File: config.mk
export PLATFORM = sky130hd
export DESIGN_NAME = pipe3_ctrl
export DESIGN_NICKNAME = d
export VERILOG_FILES = /design/src/rtl/p3_pkg.sv /design/src/rtl/p3_cond_check.sv /design/src/rtl/p3_branch_unit.sv /design/src/rtl/pipe3_ctrl.sv
export SDC_FILE = /design/constraint.sdc
export NUM_CORES = 1
export LEC_CHECK = 0
export ABC_AREA = 1
export BUFFER_PORTS_ARGS = -buffer_cell sky130_fd_sc_hd__buf_4
export CAP_MARGIN = 30
export CORE_MARGIN = 3
export CORE_UTILIZATION = 58
export CTS_CLUSTER_DIAMETER = 30
export DETAILED_ROUTE_END_ITERATION = 10
export GPL_ROUTABILITY_DRIVEN = 0
export PLACE_DENSITY = 0.81
export SLEW_MARGIN = 20
export SYNTH_ARGS = -nofsm -noshare
export SYNTH_HDL_FRONTEND = slang
export SYNTH_SLANG_ARGS = --single-unit
File: constraint.sdc
create_clock -name clk -period 11.8 [get_ports clk]
set_clock_uncertainty 0.1 [all_clocks]
set_input_delay 2.36 -clock clk [delete_from_list [all_inputs] [get_ports clk]]
set_output_delay 2.36 -clock clk [all_outputs]
set_load 0.02 [all_outputs]
File: src/rtl/p3_pkg.sv
package p3_pkg;
  localparam int INSTR_W = 32;

  typedef enum logic [3:0] {
    CC_EQ = 4'h0, CC_NE = 4'h1, CC_CS = 4'h2, CC_CC = 4'h3,
    CC_MI = 4'h4, CC_PL = 4'h5, CC_VS = 4'h6, CC_VC = 4'h7,
    CC_HI = 4'h8, CC_LS = 4'h9, CC_GE = 4'hA, CC_LT = 4'hB,
    CC_GT = 4'hC, CC_LE = 4'hD, CC_AL = 4'hE, CC_NV = 4'hF
  } cond_e;

  typedef struct packed {
    logic n;
    logic z;
    logic c;
    logic v;
  } flags_t;
endpackage

File: src/rtl/p3_cond_check.sv
module p3_cond_check
  import p3_pkg::*;
(
  input  logic [3:0] cond_i,
  input  flags_t     fl_i,
  output logic       pass_o
);
  always_comb begin
    case (cond_e'(cond_i))
      CC_EQ:   pass_o = fl_i.z;
      CC_NE:   pass_o = !fl_i.z;
      CC_CS:   pass_o = fl_i.c;
      CC_CC:   pass_o = !fl_i.c;
      CC_MI:   pass_o = fl_i.n;
      CC_PL:   pass_o = !fl_i.n;
      CC_VS:   pass_o = fl_i.v;
      CC_VC:   pass_o = !fl_i.v;
      CC_HI:   pass_o = fl_i.c && !fl_i.z;
      CC_LS:   pass_o = !fl_i.c || fl_i.z;
      CC_GE:   pass_o = (fl_i.n == fl_i.v);
      CC_LT:   pass_o = (fl_i.n != fl_i.v);
      CC_GT:   pass_o = !fl_i.z && (fl_i.n == fl_i.v);
      CC_LE:   pass_o = fl_i.z || (fl_i.n != fl_i.v);
      CC_AL:   pass_o = 1'b1;
      default: pass_o = 1'b0;
    endcase
  end
endmodule

File: src/rtl/p3_branch_unit.sv
module p3_branch_unit
  import p3_pkg::*;
#(
  parameter int AW = 32
) (
  input  logic [INSTR_W-1:0] instr_i,
  input  logic [AW-1:0]      addr_i,
  input  logic [AW-1:0]      reg_i,
  output logic               is_br_o,
  output logic               is_link_o,
  output logic               is_bx_o,
  output logic [AW-1:0]      target_o,
  output logic [AW-1:0]      link_o,
  output logic               mode_o
);
  localparam int OFF_W = 26;
  localparam int EXT_W = AW - OFF_W;

  logic          is_rel;
  logic [AW-1:0] offset;

  assign is_rel    = (instr_i[27:25] == 3'b101);
  assign is_bx_o   = (instr_i[27:4] == 24'h12FFF1);
  assign is_br_o   = is_rel || is_bx_o;
  assign is_link_o = is_rel && instr_i[24];

  generate
    if (EXT_W > 0) begin : g_ext
      assign offset = {{EXT_W{instr_i[23]}}, instr_i[23:0], 2'b00};
    end else begin : g_trunc
      assign offset = AW'({instr_i[23:0], 2'b00});
    end
  endgenerate

  assign target_o = is_bx_o ? {reg_i[AW-1:1], 1'b0}
                            : addr_i + AW'(8) + offset;
  assign link_o   = addr_i + AW'(4);
  assign mode_o   = reg_i[0];
endmodule

File: src/rtl/pipe3_ctrl.sv
module pipe3_ctrl
  import p3_pkg::*;
#(
  parameter int            AW         = 32,
  parameter logic [AW-1:0] RESET_ADDR = '0
) (
  input  logic               clk,
  input  logic               rst,
  output logic [AW-1:0]      imem_addr,
  input  logic [INSTR_W-1:0] imem_rdata,
  input  logic               stall,
  input  logic               flags_we,
  input  logic [3:0]         flags_in,
  input  logic [AW-1:0]      rm_value,
  input  logic               exc_entry,
  output logic               exec_valid,
  output logic [INSTR_W-1:0] exec_instr,
  output logic [AW-1:0]      exec_pc,
  output logic               link_we,
  output logic [AW-1:0]      link_addr,
  output logic               branch_taken,
  output logic               mode_compact
);
  localparam logic [AW-1:0] STEP = AW'(4);
  localparam logic [AW-1:0] LOOK = AW'(8);

  logic [AW-1:0]      pc_q;
  logic               dv_q, ev_q;
  logic [INSTR_W-1:0] d_instr_q, e_instr_q;
  logic [AW-1:0]      d_addr_q, e_addr_q;
  flags_t             fl_q;
  logic               mode_q;

  logic               pass, is_br, is_link, is_bx, new_mode, e_go, take;
  logic [AW-1:0]      target, ret_addr;

  p3_cond_check u_cond (
    .cond_i (e_instr_q[31:28]),
    .fl_i   (fl_q),
    .pass_o (pass)
  );

  p3_branch_unit #(.AW(AW)) u_br (
    .instr_i   (e_instr_q),
    .addr_i    (e_addr_q),
    .reg_i     (rm_value),
    .is_br_o   (is_br),
    .is_link_o (is_link),
    .is_bx_o   (is_bx),
    .target_o  (target),
    .link_o    (ret_addr),
    .mode_o    (new_mode)
  );

  assign e_go = ev_q && pass;
  assign take = e_go && is_br && !stall;

  // Stage valid bits and fetch address
  always_ff @(posedge clk) begin
    if (rst) begin
      pc_q <= RESET_ADDR;
      dv_q <= 1'b0;
      ev_q <= 1'b0;
    end else if (!stall) begin
      if (take) begin
        pc_q <= target;
        dv_q <= 1'b0;
        ev_q <= 1'b0;
      end else begin
        pc_q <= pc_q + STEP;
        dv_q <= 1'b1;
        ev_q <= dv_q;
      end
    end
  end

  // Stage payloads, no reset needed
  always_ff @(posedge clk) begin
    if (!stall && !take) begin
      d_instr_q <= imem_rdata;
      d_addr_q  <= pc_q;
      e_instr_q <= d_instr_q;
      e_addr_q  <= d_addr_q;
    end
  end

  always_ff @(posedge clk) begin
    if (rst) fl_q <= '0;
    else if (e_go && !is_br && flags_we && !stall) fl_q <= flags_t'(flags_in);
  end

  always_ff @(posedge clk) begin
    if (rst)                 mode_q <= 1'b0;
    else if (exc_entry)      mode_q <= 1'b0;
    else if (take && is_bx)  mode_q <= new_mode;
  end

  assign imem_addr    = pc_q;
  assign exec_valid   = e_go && !is_br;
  assign exec_instr   = e_instr_q;
  assign exec_pc      = e_addr_q + LOOK;
  assign link_we      = take && is_link;
  assign link_addr    = ret_addr;
  assign branch_taken = take;
  assign mode_compact = mode_q;

  AST_SEQ_FETCH: assert property (@(posedge clk) disable iff (rst)
    (!stall && !branch_taken) |=> (imem_addr == $past(imem_addr) + STEP));
  AST_STALL_HOLD: assert property (@(posedge clk) disable iff (rst)
    stall |=> $stable(imem_addr));
  AST_FLUSH_BUBBLE: assert property (@(posedge clk) disable iff (rst)
    branch_taken |=> !exec_valid);
  AST_EXEC_NOT_BRANCH: assert property (@(posedge clk) disable iff (rst)
    exec_valid |-> !branch_taken);
  AST_LINK_WITH_TAKE: assert property (@(posedge clk) disable iff (rst)
    link_we |-> branch_taken);
  AST_EXC_MODE: assert property (@(posedge clk) disable iff (rst)
    exc_entry |=> !mode_compact);
endmodule

==> metrics <==
origin of the worst min-delay path=d_addr_q[12]; r2r startpoint=e_addr_q[3]; sequential share of the synthesized area=45.2%; clock-pin slew on the worst setup and hold paths=0.07 ns; hold-fix buffers at CTS=0; site row count=47; Nets=1591; share of final-layout standard cells stronger than drive strength 1=19.5%; type of the worst setup path=in2out; clock root cell=clkbuf_16; count of buffers added by post-CTS timing repair for setup=0; post-synth cell types=44; drt via density=5.70; endpoints failing hold=0; total I/O pin count=205; effective utilization at floorplan=60.3%; Synth top area share=37.6%; setup violation total in the final timing report=0; Total Routing Usage GR=31.7%; worst-case hold slack=0.316 ns; count of flip-flops with a built-in enable after synthesis=128; commonest cells after routing, fill and taps aside=nand2_1, buf_4, inv_1, edfxtp_1, nor2_1; port buffer count=204; Slew Limit Headroom=36.4%; Post-Synthesis Cells=1280; MaxCap Viol Count=0; first drt pass iteration count=5; Fillers=1337; global route total overflow=0; post-synthesis instance area=10200 µm²; count of pins over their slew limit=0; DRC violation total after the first TritonRoute iteration=1181; Synthesis Warnings=0; post-route clock period utilization=53.5%; RSZ-0062 raised after global routing=no; crit path max-delay cell type=buf_4; top flip-flop cell by instance count after synthesis=edfxtp_1; number of vias in the routed layout=9775; clk_lat worst skew=0.44 ns; Buffers & Inverters on Critical Path=4; CP max stage delay=0.41 ns; per-cell routed wire length=18.2 µm; cell mode on critical path=buf_4; via count of the first global-routing pass=8898; FF/Latch Area=4620 µm²; maximum number of pins on one net before global-route repair=78; number of nets with antenna violations after detailed routing=0; deepest level of the CTS H-tree=4; total CTS buffers=17; number of remaining DRC errors=0; top achievable clock speed=0.158 GHz; Pleak=5.66 nW; Max Root-Sink Buffers=2; startpoint type of the worst setup path=primary input; required time at the worst-slack endpoint=9.34 ns; post-synthesis sequential element count=167; final wirelength=31200 µm; list of cells traversed by the critical path=buf_4, inv_1, nand4_2, buf_4, nor2_1, buf_4; wire length of the first global-routing pass=48000 µm; post-synthesis net count=1389; n_diodes=0; post-synthesis average cell area=7.98 µm²; Floorplan Core Area=16900 µm²; post-layout min period=6.32 ns; die extent in x=139 µm; initial antenna violation count=0; proportion of register bits with asynchronous set or reset after synthesis=0%; Worst IR Drop VDD=0.111 mV; worst hold path class=reg2reg; area of combinational cells with multiple inputs=4830 µm²; area enclosed by the die boundary=19200 µm²; Critical Path Start=stall; number of clock sinks seen by CTS=167; most frequent standard cell in the layout excluding fill and tap cells=nand2_1; area growth from synthesis to layout=22.4%; total power divided by cell area=122 nW/µm²; leading post-synthesis cells by cell area=edfxtp_1, nand2_1, dfxtp_1; CP max FO=38; Die Y-Extent=139 µm; crit path DAT=3.86 ns; TritonCTS clock tree=yes; post-CTS resize count=0; post-DP HPWL=23900 µm; transition time at the pin with the least slew margin=0.954 ns; cell taking the most area after synthesis=edfxtp_1; type of destination of the critical path=output port; result of the run=completed; Setup TNS=0 ns; family with the most delay on the worst path=buffers and inverters
==> metal layers <==
layer / GRT usage [%] / up-vias / share of wire, %
li1: - / 4606 / -
met1: 43.1 / 4451 / 39
met2: 48.3 / 631 / 44
met3: 8.17 / 87 / 13
met4: 13.7 / 0 / 3.9
met5: 0 / - / 0
==> area by class of cell <==
| type | instances | share of cell area, % |
|---|---|---|
| Sequential cell | 167 | 37.0 |
| Tap cell | 220 | 2.20 |
| Multi-Input combinational cell | 923 | 38.6 |
| Timing Repair Buffer | 207 | 12.6 |
| Clock inverter | 15 | 1.28 |
| Clock buffer | 17 | 3.40 |
| Inverter | 166 | 5.00 |
==> report_power, final <==
group / switching [W] / total, W / internal, W
clock: 0.000256 / 0.000556 / 0.000300
combinational: 0.000177 / 0.000280 / 0.000103
sequential: 0.0000285 / 0.000692 / 0.000664
total: 0.000462 / 0.00153 / 0.00107
==> final timing paths <==
kind,endpoint,slack [ns],cells after the start
setup / recovery,link_we,5.48,6
hold / removal,e_addr_q[12],0.32,0
setup reg to reg,imem_addr[28],7.84,20
hold reg to reg,e_addr_q[12],0.32,0
==> synth_stat cells, drive strengths merged (2+ instances only) <==
cell / n
nand2: 369
inv: 165
nor2: 142
edfxtp: 128
nand3: 96
a21oi: 68
xor2: 53
o21ai: 44
dfxtp: 39
ha: 35
nor3: 32
nand4: 27
xnor2: 15
buf: 14
clkbuf: 10
nor4: 9
nand3b: 7
o21bai: 6
or2: 6
and2: 3
nor3b: 3
o211ai: 2
==> logic make-up (layout without fill, tap and decap cells) <==
family	after synthesis	count (layout)	share of synthesized area [%]
and+or+nand+nor	695	695	30.4
buffers and inverters	190	405	7.53
DFF	167	167	45.2
AOI/OAI and AO/OA	124	124	6.42
xor gates and xnor gates	68	68	5.90
adders and majority gates	36	36	4.48
==> worst reg2reg max path, cell delays in order, from the launching register on <==
cell and delay (ns):
edfxtp_1 0.38, inv_1 0.13, nor2_2 0.18, inv_2 0.08, nor2_1 0.15, inv_1 0.14, nor2_1 0.28, xor2_1 0.46
ha_1 0.38, nand2_1 0.10, inv_1 0.07, a21oi_1 0.21, nand3_1 0.26, nand2_1 0.16, nand2_1 0.06, nand2_1 0.06
nand3_1 0.18, nand3_1 0.23, nand3_1 0.11, nand2_1 0.10, inv_1 0.04
==> through the flow <==
step / power (W) / instances / instance area, µm² / setup slack, ns / utilization [%]
after detailed placement: 0.000975 / 1682 / 11900 / 5.52 / 70.2
after global routing: 0.00158 / 1715 / 12500 / 5.37 / 73.9
after CTS: 0.00153 / 1714 / 12500 / 5.52 / 73.7
after global placement: 0.000970 / 1682 / 11900 / 5.54 / 70.2
after floorplan: 0.000866 / 1280 / 10200 / 5.97 / -
final: 0.00153 / 1715 / 12500 / 5.48 / 73.9
==> state kept, by name, summed over array words and instances (netlist names) <==
register	cells
dv_q	1
imem_addr	32
ev_q	1
d_addr_q	32
e_addr_q	32
exec_instr	32
d_instr_q	32
fl_q	4
mode_compact	1
Power figures use the tool's default switching activity.
